**src/rtl/pcmd_pkg.sv**
```systemverilog
package pcmd_pkg;
    localparam int WORD_W = 16;
    localparam int LEN_W  = 5;

    typedef enum logic [2:0] {
        ACT_IDLE,
        ACT_BADLEN,
        ACT_CMD,
        ACT_WRITE,
        ACT_READ,
        ACT_READ_OVR
    } act_e;
endpackage

```
**src/rtl/pcmd_classify.sv**
```systemverilog
module pcmd_classify
    import pcmd_pkg::*;
(
    input  logic              valid_i,
    input  logic [LEN_W-1:0]  len_i,
    input  logic [WORD_W-1:0] word_i,
    input  logic              phase_i,
    input  logic              cmd_rd_i,
    output act_e              act_o
);
    localparam logic [LEN_W-1:0] GOOD_LEN = LEN_W'(WORD_W);

    always_comb begin
        act_o = ACT_IDLE;
        if (valid_i) begin
            if (len_i != GOOD_LEN) begin
                act_o = ACT_BADLEN;
            end else if (phase_i && cmd_rd_i) begin
                act_o = (word_i == '0) ? ACT_READ : ACT_READ_OVR;
            end else if (phase_i) begin
                act_o = ACT_WRITE;
            end else if (word_i == '0) begin
                act_o = ACT_READ;
            end else begin
                act_o = ACT_CMD;
            end
        end
    end
endmodule

```
**src/rtl/pcmd_route.sv**
```systemverilog
module pcmd_route
    import pcmd_pkg::*;
#(
    parameter int                PAGE_W    = 4,
    parameter int                OFS_W     = 6,
    parameter int                NUM_PAGES = 3,
    parameter int                CTRL_PAGE = 1,
    parameter int                KEY_OFS   = 4,
    parameter logic [WORD_W-1:0] KEY_VAL   = 16'hBB00
) (
    input  act_e              act_i,
    input  logic [PAGE_W-1:0] page_i,
    input  logic [OFS_W-1:0]  ofs_i,
    input  logic [WORD_W-1:0] word_i,
    input  logic [WORD_W-1:0] rf_rdata_i,
    input  logic              rf_hit_i,
    output logic              rf_rd_o,
    output logic              rf_wr_o,
    output logic              page_bad_o,
    output logic              key_fire_o,
    output logic [WORD_W-1:0] rd_value_o
);
    localparam logic [WORD_W-1:0] FILL = '1;

    logic is_read, is_write, page_ok, key_loc;

    always_comb begin
        is_read    = (act_i == ACT_READ) || (act_i == ACT_READ_OVR);
        is_write   = (act_i == ACT_WRITE);
        page_ok    = page_i < PAGE_W'(NUM_PAGES);
        key_loc    = (page_i == PAGE_W'(CTRL_PAGE)) && (ofs_i == OFS_W'(KEY_OFS));
        rf_rd_o    = is_read && page_ok && !key_loc;
        rf_wr_o    = is_write && page_ok && !key_loc;
        page_bad_o = (is_read || is_write) && !page_ok;
        key_fire_o = is_write && key_loc && (word_i == KEY_VAL);
        rd_value_o = (rf_rd_o && rf_hit_i) ? rf_rdata_i : FILL;
    end
endmodule

```
**src/rtl/pcmd_frontend.sv**
```systemverilog
module pcmd_frontend
    import pcmd_pkg::*;
#(
    parameter int                PAGE_W    = 4,
    parameter int                OFS_W     = 6,
    parameter int                NUM_PAGES = 3,
    parameter int                CTRL_PAGE = 1,
    parameter int                KEY_OFS   = 4,
    parameter logic [WORD_W-1:0] KEY_VAL   = 16'hBB00
) (
    input  logic              clk,
    input  logic              rst_n,
    input  logic              word_valid_i,
    input  logic [LEN_W-1:0]  word_len_i,
    input  logic [WORD_W-1:0] word_i,
    output logic              rf_rd_o,
    output logic              rf_wr_o,
    output logic [PAGE_W-1:0] rf_page_o,
    output logic [OFS_W-1:0]  rf_ofs_o,
    output logic [WORD_W-1:0] rf_wdata_o,
    input  logic [WORD_W-1:0] rf_rdata_i,
    input  logic              rf_hit_i,
    output logic              rd_valid_o,
    output logic [WORD_W-1:0] rd_data_o,
    output logic              err_overrun_o,
    output logic              err_underrun_o,
    output logic              err_page_o,
    output logic              err_len_o,
    output logic              soft_rst_o
);
    localparam int RD_BIT   = WORD_W - 1;
    localparam int PAGE_LSB = RD_BIT - PAGE_W;
    localparam int OFS_LSB  = PAGE_LSB - OFS_W;

    typedef struct packed {
        logic              phase;
        logic              cmd_rd;
        logic [PAGE_W-1:0] page;
        logic [OFS_W-1:0]  ofs;
        logic              rd_valid;
        logic [WORD_W-1:0] rd_data;
        logic              e_ovr;
        logic              e_und;
        logic              e_page;
        logic              e_len;
        logic              srst;
    } st_t;

    localparam st_t ST_RESET = '0;

    st_t  st_d, st_q;
    act_e act;
    logic page_bad, key_fire;
    logic [WORD_W-1:0] rd_value;

    pcmd_classify u_classify (
        .valid_i  (word_valid_i),
        .len_i    (word_len_i),
        .word_i   (word_i),
        .phase_i  (st_q.phase),
        .cmd_rd_i (st_q.cmd_rd),
        .act_o    (act)
    );

    pcmd_route #(
        .PAGE_W    (PAGE_W),
        .OFS_W     (OFS_W),
        .NUM_PAGES (NUM_PAGES),
        .CTRL_PAGE (CTRL_PAGE),
        .KEY_OFS   (KEY_OFS),
        .KEY_VAL   (KEY_VAL)
    ) u_route (
        .act_i      (act),
        .page_i     (st_q.page),
        .ofs_i      (st_q.ofs),
        .word_i     (word_i),
        .rf_rdata_i (rf_rdata_i),
        .rf_hit_i   (rf_hit_i),
        .rf_rd_o    (rf_rd_o),
        .rf_wr_o    (rf_wr_o),
        .page_bad_o (page_bad),
        .key_fire_o (key_fire),
        .rd_value_o (rd_value)
    );

    always_comb begin
        st_d          = st_q;
        st_d.rd_valid = 1'b0;
        st_d.e_ovr    = 1'b0;
        st_d.e_und    = 1'b0;
        st_d.e_page   = 1'b0;
        st_d.e_len    = 1'b0;
        st_d.srst     = 1'b0;
        case (act)
            ACT_BADLEN: begin
                st_d.e_len = 1'b1;
            end
            ACT_CMD: begin
                st_d.phase  = 1'b1;
                st_d.cmd_rd = word_i[RD_BIT];
                st_d.page   = word_i[PAGE_LSB +: PAGE_W];
                st_d.ofs    = word_i[OFS_LSB +: OFS_W];
            end
            ACT_WRITE: begin
                st_d.phase  = 1'b0;
                st_d.e_page = page_bad;
                if (key_fire) begin
                    st_d.cmd_rd = 1'b0;
                    st_d.page   = '0;
                    st_d.ofs    = '0;
                    st_d.srst   = 1'b1;
                end
            end
            ACT_READ, ACT_READ_OVR: begin
                st_d.phase    = 1'b0;
                st_d.rd_valid = 1'b1;
                st_d.rd_data  = rd_value;
                st_d.ofs      = st_q.ofs + OFS_W'(1);
                st_d.e_page   = page_bad;
                st_d.e_ovr    = (act == ACT_READ_OVR);
                st_d.e_und    = (act == ACT_READ) && !st_q.phase && !st_q.cmd_rd;
            end
            default: begin
            end
        endcase
    end

    always_ff @(posedge clk) begin
        if (!rst_n) begin
            st_q <= ST_RESET;
        end else begin
            st_q <= st_d;
        end
    end

    assign rf_page_o      = st_q.page;
    assign rf_ofs_o       = st_q.ofs;
    assign rf_wdata_o     = word_i;
    assign rd_valid_o     = st_q.rd_valid;
    assign rd_data_o      = st_q.rd_data;
    assign err_overrun_o  = st_q.e_ovr;
    assign err_underrun_o = st_q.e_und;
    assign err_page_o     = st_q.e_page;
    assign err_len_o      = st_q.e_len;
    assign soft_rst_o     = st_q.srst;
endmodule

```
**config.mk**
```make
export PLATFORM = sky130hd
export DESIGN_NAME = pcmd_frontend
export DESIGN_NICKNAME = d
export VERILOG_FILES = /design/src/rtl/pcmd_pkg.sv /design/src/rtl/pcmd_classify.sv /design/src/rtl/pcmd_route.sv /design/src/rtl/pcmd_frontend.sv
export SDC_FILE = /design/constraint.sdc
export NUM_CORES = 1
export LEC_CHECK = 0
export BUFFER_PORTS_ARGS = -buffer_cell sky130_fd_sc_hd__buf_2
export CAP_MARGIN = 20
export CORE_MARGIN = 1
export CORE_UTILIZATION = 44
export CTS_CLUSTER_DIAMETER = 80
export DETAILED_ROUTE_END_ITERATION = 16
export MAX_ROUTING_LAYER = met4
export PLACE_DENSITY = 0.76
export SYNTH_ARGS = -nofsm -noshare
export SYNTH_HDL_FRONTEND = slang
export SYNTH_SLANG_ARGS = --single-unit
```
**constraint.sdc**
```tcl
create_clock -name clk -period 2.8 [get_ports clk]
set_input_delay 0.28 -clock clk [delete_from_list [all_inputs] [get_ports clk]]
set_output_delay 0.28 -clock clk [all_outputs]
set_load 0.05 [all_outputs]
```
==> reports/metrics.csv <==
stage,metric,value,unit
run_status,outcome,"finished, final reports clean",
power_and_ir_drop,power.density,450,mW/mm2
layout,fin_area,0.00218,mm2
timing,fin_crit_sh,0.937,
synth,synth_area,0.00170,mm2
layout,drive_gt1_frac,0.452,
global_routing,antenna_found_initial,0,
critical_path,end_kind,flop,
clock_network,cts_root_buf,clkbuf_8,
die,fp.dieH,64.2,um
synth,netlist_instances,179,
clock_network,cts_htree_levels,2,
layout,diodes,0,
die,ios,91,
critical_path,critPathMaxStageDelay,0.68,ns
power_and_ir_drop,power_leakage,1.02,nW
clock_network,clock_latency,0.28,ns
placed_design,place_congestion,0.925,
global_routing,grt_start_max_net_pins,27,
synth,synthDistinctLibCells,50,
layout,multiInputGateArea,811,um2
global_routing,grt_overflow_total,0,
synth,yosysTopAreaCell,dfxtp_1,
synth,ys.flop_type,dfxtp_1,
die,die_x,64.2,um
critical_path,crit_arrival,2.79,ns
layout,finalNetCount,301,
timing,fmax,0.381,GHz
min_path,hold_path.class,input port to flop,
clock_network,clk_pin_slew,0.06,ns
placed_design,placed_area,0.00208,mm2
clock_network,cts_tree,done,
flow_run,cap_violations,0,
routing,detail_route.iter0.violations,117,
die,die-area,0.00412,mm2
timing,slew_viol_final,0,
placed_design,io_buffers,90,
critical_path,crit_type,flop to flop,
routing,wl_per_cell,13.6,um
clock_network,postCtsSetupBuffers,0,
synth,ys_seq_area_frac,0.400,
layout,areaGrowthSynthToFinish,28.0,%
critical_path,crit_fanout,7,
routing,via_per_inst,5.56,
timing,whs,0.249,ns
clock_network,cts.sinks,34,
synth,post-synth-top-count-cell,dfxtp_1,
timing,setup_viol,0,
timing,hold_viol,0,
timing,worst_slew_pin_slew,0.556,ns
global_routing,track_usage,0.213,
synth,yosysTopAreaCellShare,0.400,
routing,vias,1708,
synth,syn_avg_cell_area,9.50,um2
critical_path,crit_required,2.97,ns
timing,final.min_clock_period,2.62,ns
synth,ys_warn_count,0,
critical_path,crit_chain,or4b_2 > or4_1 > o21ai_1 > a21boi_0 > o31a_1,
die,start_util,0.461,
power_and_ir_drop,peakVddDrop,0.224,mV
clock_network,hold_buffers,0,
synth,synth_edf_count,0,
critical_path,critPathSlowestCell,or4b_2,
power_and_ir_drop,totalPowerFinal,979,uW
die,coreArea,0.00369,mm2
synth,synth-async-reset-ratio,0,
timing,skew,0.00749,ns
layout,nFillCells,361,
routing,drt-total-wl,4190,um
routing,drc,0,
critical_path,cp-start-kind,flop,
timing,finalSetupTns,0,ns
die,num_rows,22,
routing,final_antenna_net_count,0,
layout,regArea,681,um2
synth,ys_seq_elements,34,
synth,synth_common_cells,"dfxtp_1, buf_4, nand2_1",
clock_network,cts_max_path_buffers,2,
routing,firstDrtPassIters,4,
synth,synth.area.top_cells,"dfxtp_1, buf_4, o221a_1, o221a_2, nand2_1",
clock_network,post_cts_resized,0,
clock_network,cts_buffers,5,
layout,final_cells,307,
global_routing,first_global_vias,1466,
timing,rsz0062_at_grt,false,
synth,syn_nets,222,
timing,relSlewSlack,0.626,
placed_design,dp_hpwl,3200,um
placed_design,placed_cells,299,
global_routing,grt_pass1_wl,6590,um
-- power breakdown --
part,internal (mW),total [mW],switching (mW)
Sequential,0.486,0.488,0.00230
Clock,0.198,0.361,0.163
Combinational,0.0408,0.130,0.0894
Total,0.725,0.979,0.255
-- layout by cell type (no fill, tap or decap), drive strengths merged, types with 3 or more instances in the layout --
| master | count |
|---|---|
| clkbuf | 7 |
| a21oi | 6 |
| nand2 | 11 |
| nand3 | 7 |
| o21ai | 5 |
| nor2 | 10 |
| nor4 | 5 |
| dfxtp | 34 |
| nor3 | 5 |
| a22o | 4 |
| buf | 98 |
| inv | 6 |
| nor4b | 4 |
| o221a | 16 |
| or4b | 3 |
-- path summary, 6_finish.rpt --
check                from            to  cells past startpoint  slack [ns]
max          rf_page_o[1]   rf_ofs_o[3]                      5        0.18
min            word_i[14]  rf_page_o[3]                      2        0.25
max reg2reg  rf_page_o[1]   rf_ofs_o[3]                      5        0.18
min reg2reg  rf_page_o[3]  rf_page_o[3]                      1        0.51
-- per-stage QoR --
stage	setup WS [ns]	util
after floorplan	0.134	-
after global placement	0.205	0.565
after detailed placement	0.199	0.565
after CTS	0.207	0.590
after global routing	0.0799	0.590
final	0.177	0.590
-- cells by family after synthesis --
| family | Yosys count | share of synthesized area |
|---|---|---|
| buffers and inverters | 32 | 0.123 |
| xor gates and xnor gates | 2 | 0.0103 |
| DFF | 34 | 0.400 |
| and+or+nand+nor | 60 | 0.205 |
| AOI/OAI and AO/OA | 48 | 0.241 |
| adders and majority gates | 2 | 0.0147 |
| muxes | 1 | 0.00589 |
-- per-layer routing --
layer / GRT usage / routed length, um / up-vias
met5: - / 0 / -
met4: 0.0861 / 96 / 0
met3: 0.0607 / 453 / 9
met2: 0.343 / 1850 / 111
met1: 0.248 / 1780 / 763
li1: - / - / 825
-- critical path: cells and delay by family, from the launching register on --
kind	cells	cell delay [ns]
AND/OR/NAND/NOR	2	1.25
flip-flops	1	0.36
AO/OA/AOI/OAI	3	0.91
-- area by class of cell --
| class | count | area share |
|---|---|---|
| Clock buffer | 7 | 0.0397 |
| Clock inverter | 1 | 0.00230 |
| Inverter | 6 | 0.0104 |
| Multi-Input combinational cell | 113 | 0.373 |
| Sequential cell | 34 | 0.313 |
| Tap cell | 48 | 0.0276 |
| Timing Repair Buffer | 98 | 0.235 |
-- registers in the layout, indices dropped and copies added (netlist names) --
name and cells:
rd_data_o 16, rf_ofs_o 6, rf_page_o 4, st_q 2, err_len_o 1, err_overrun_o 1
err_page_o 1, err_underrun_o 1, rd_valid_o 1, soft_rst_o 1
No activity file was read; power rests on OpenSTA's default activity.
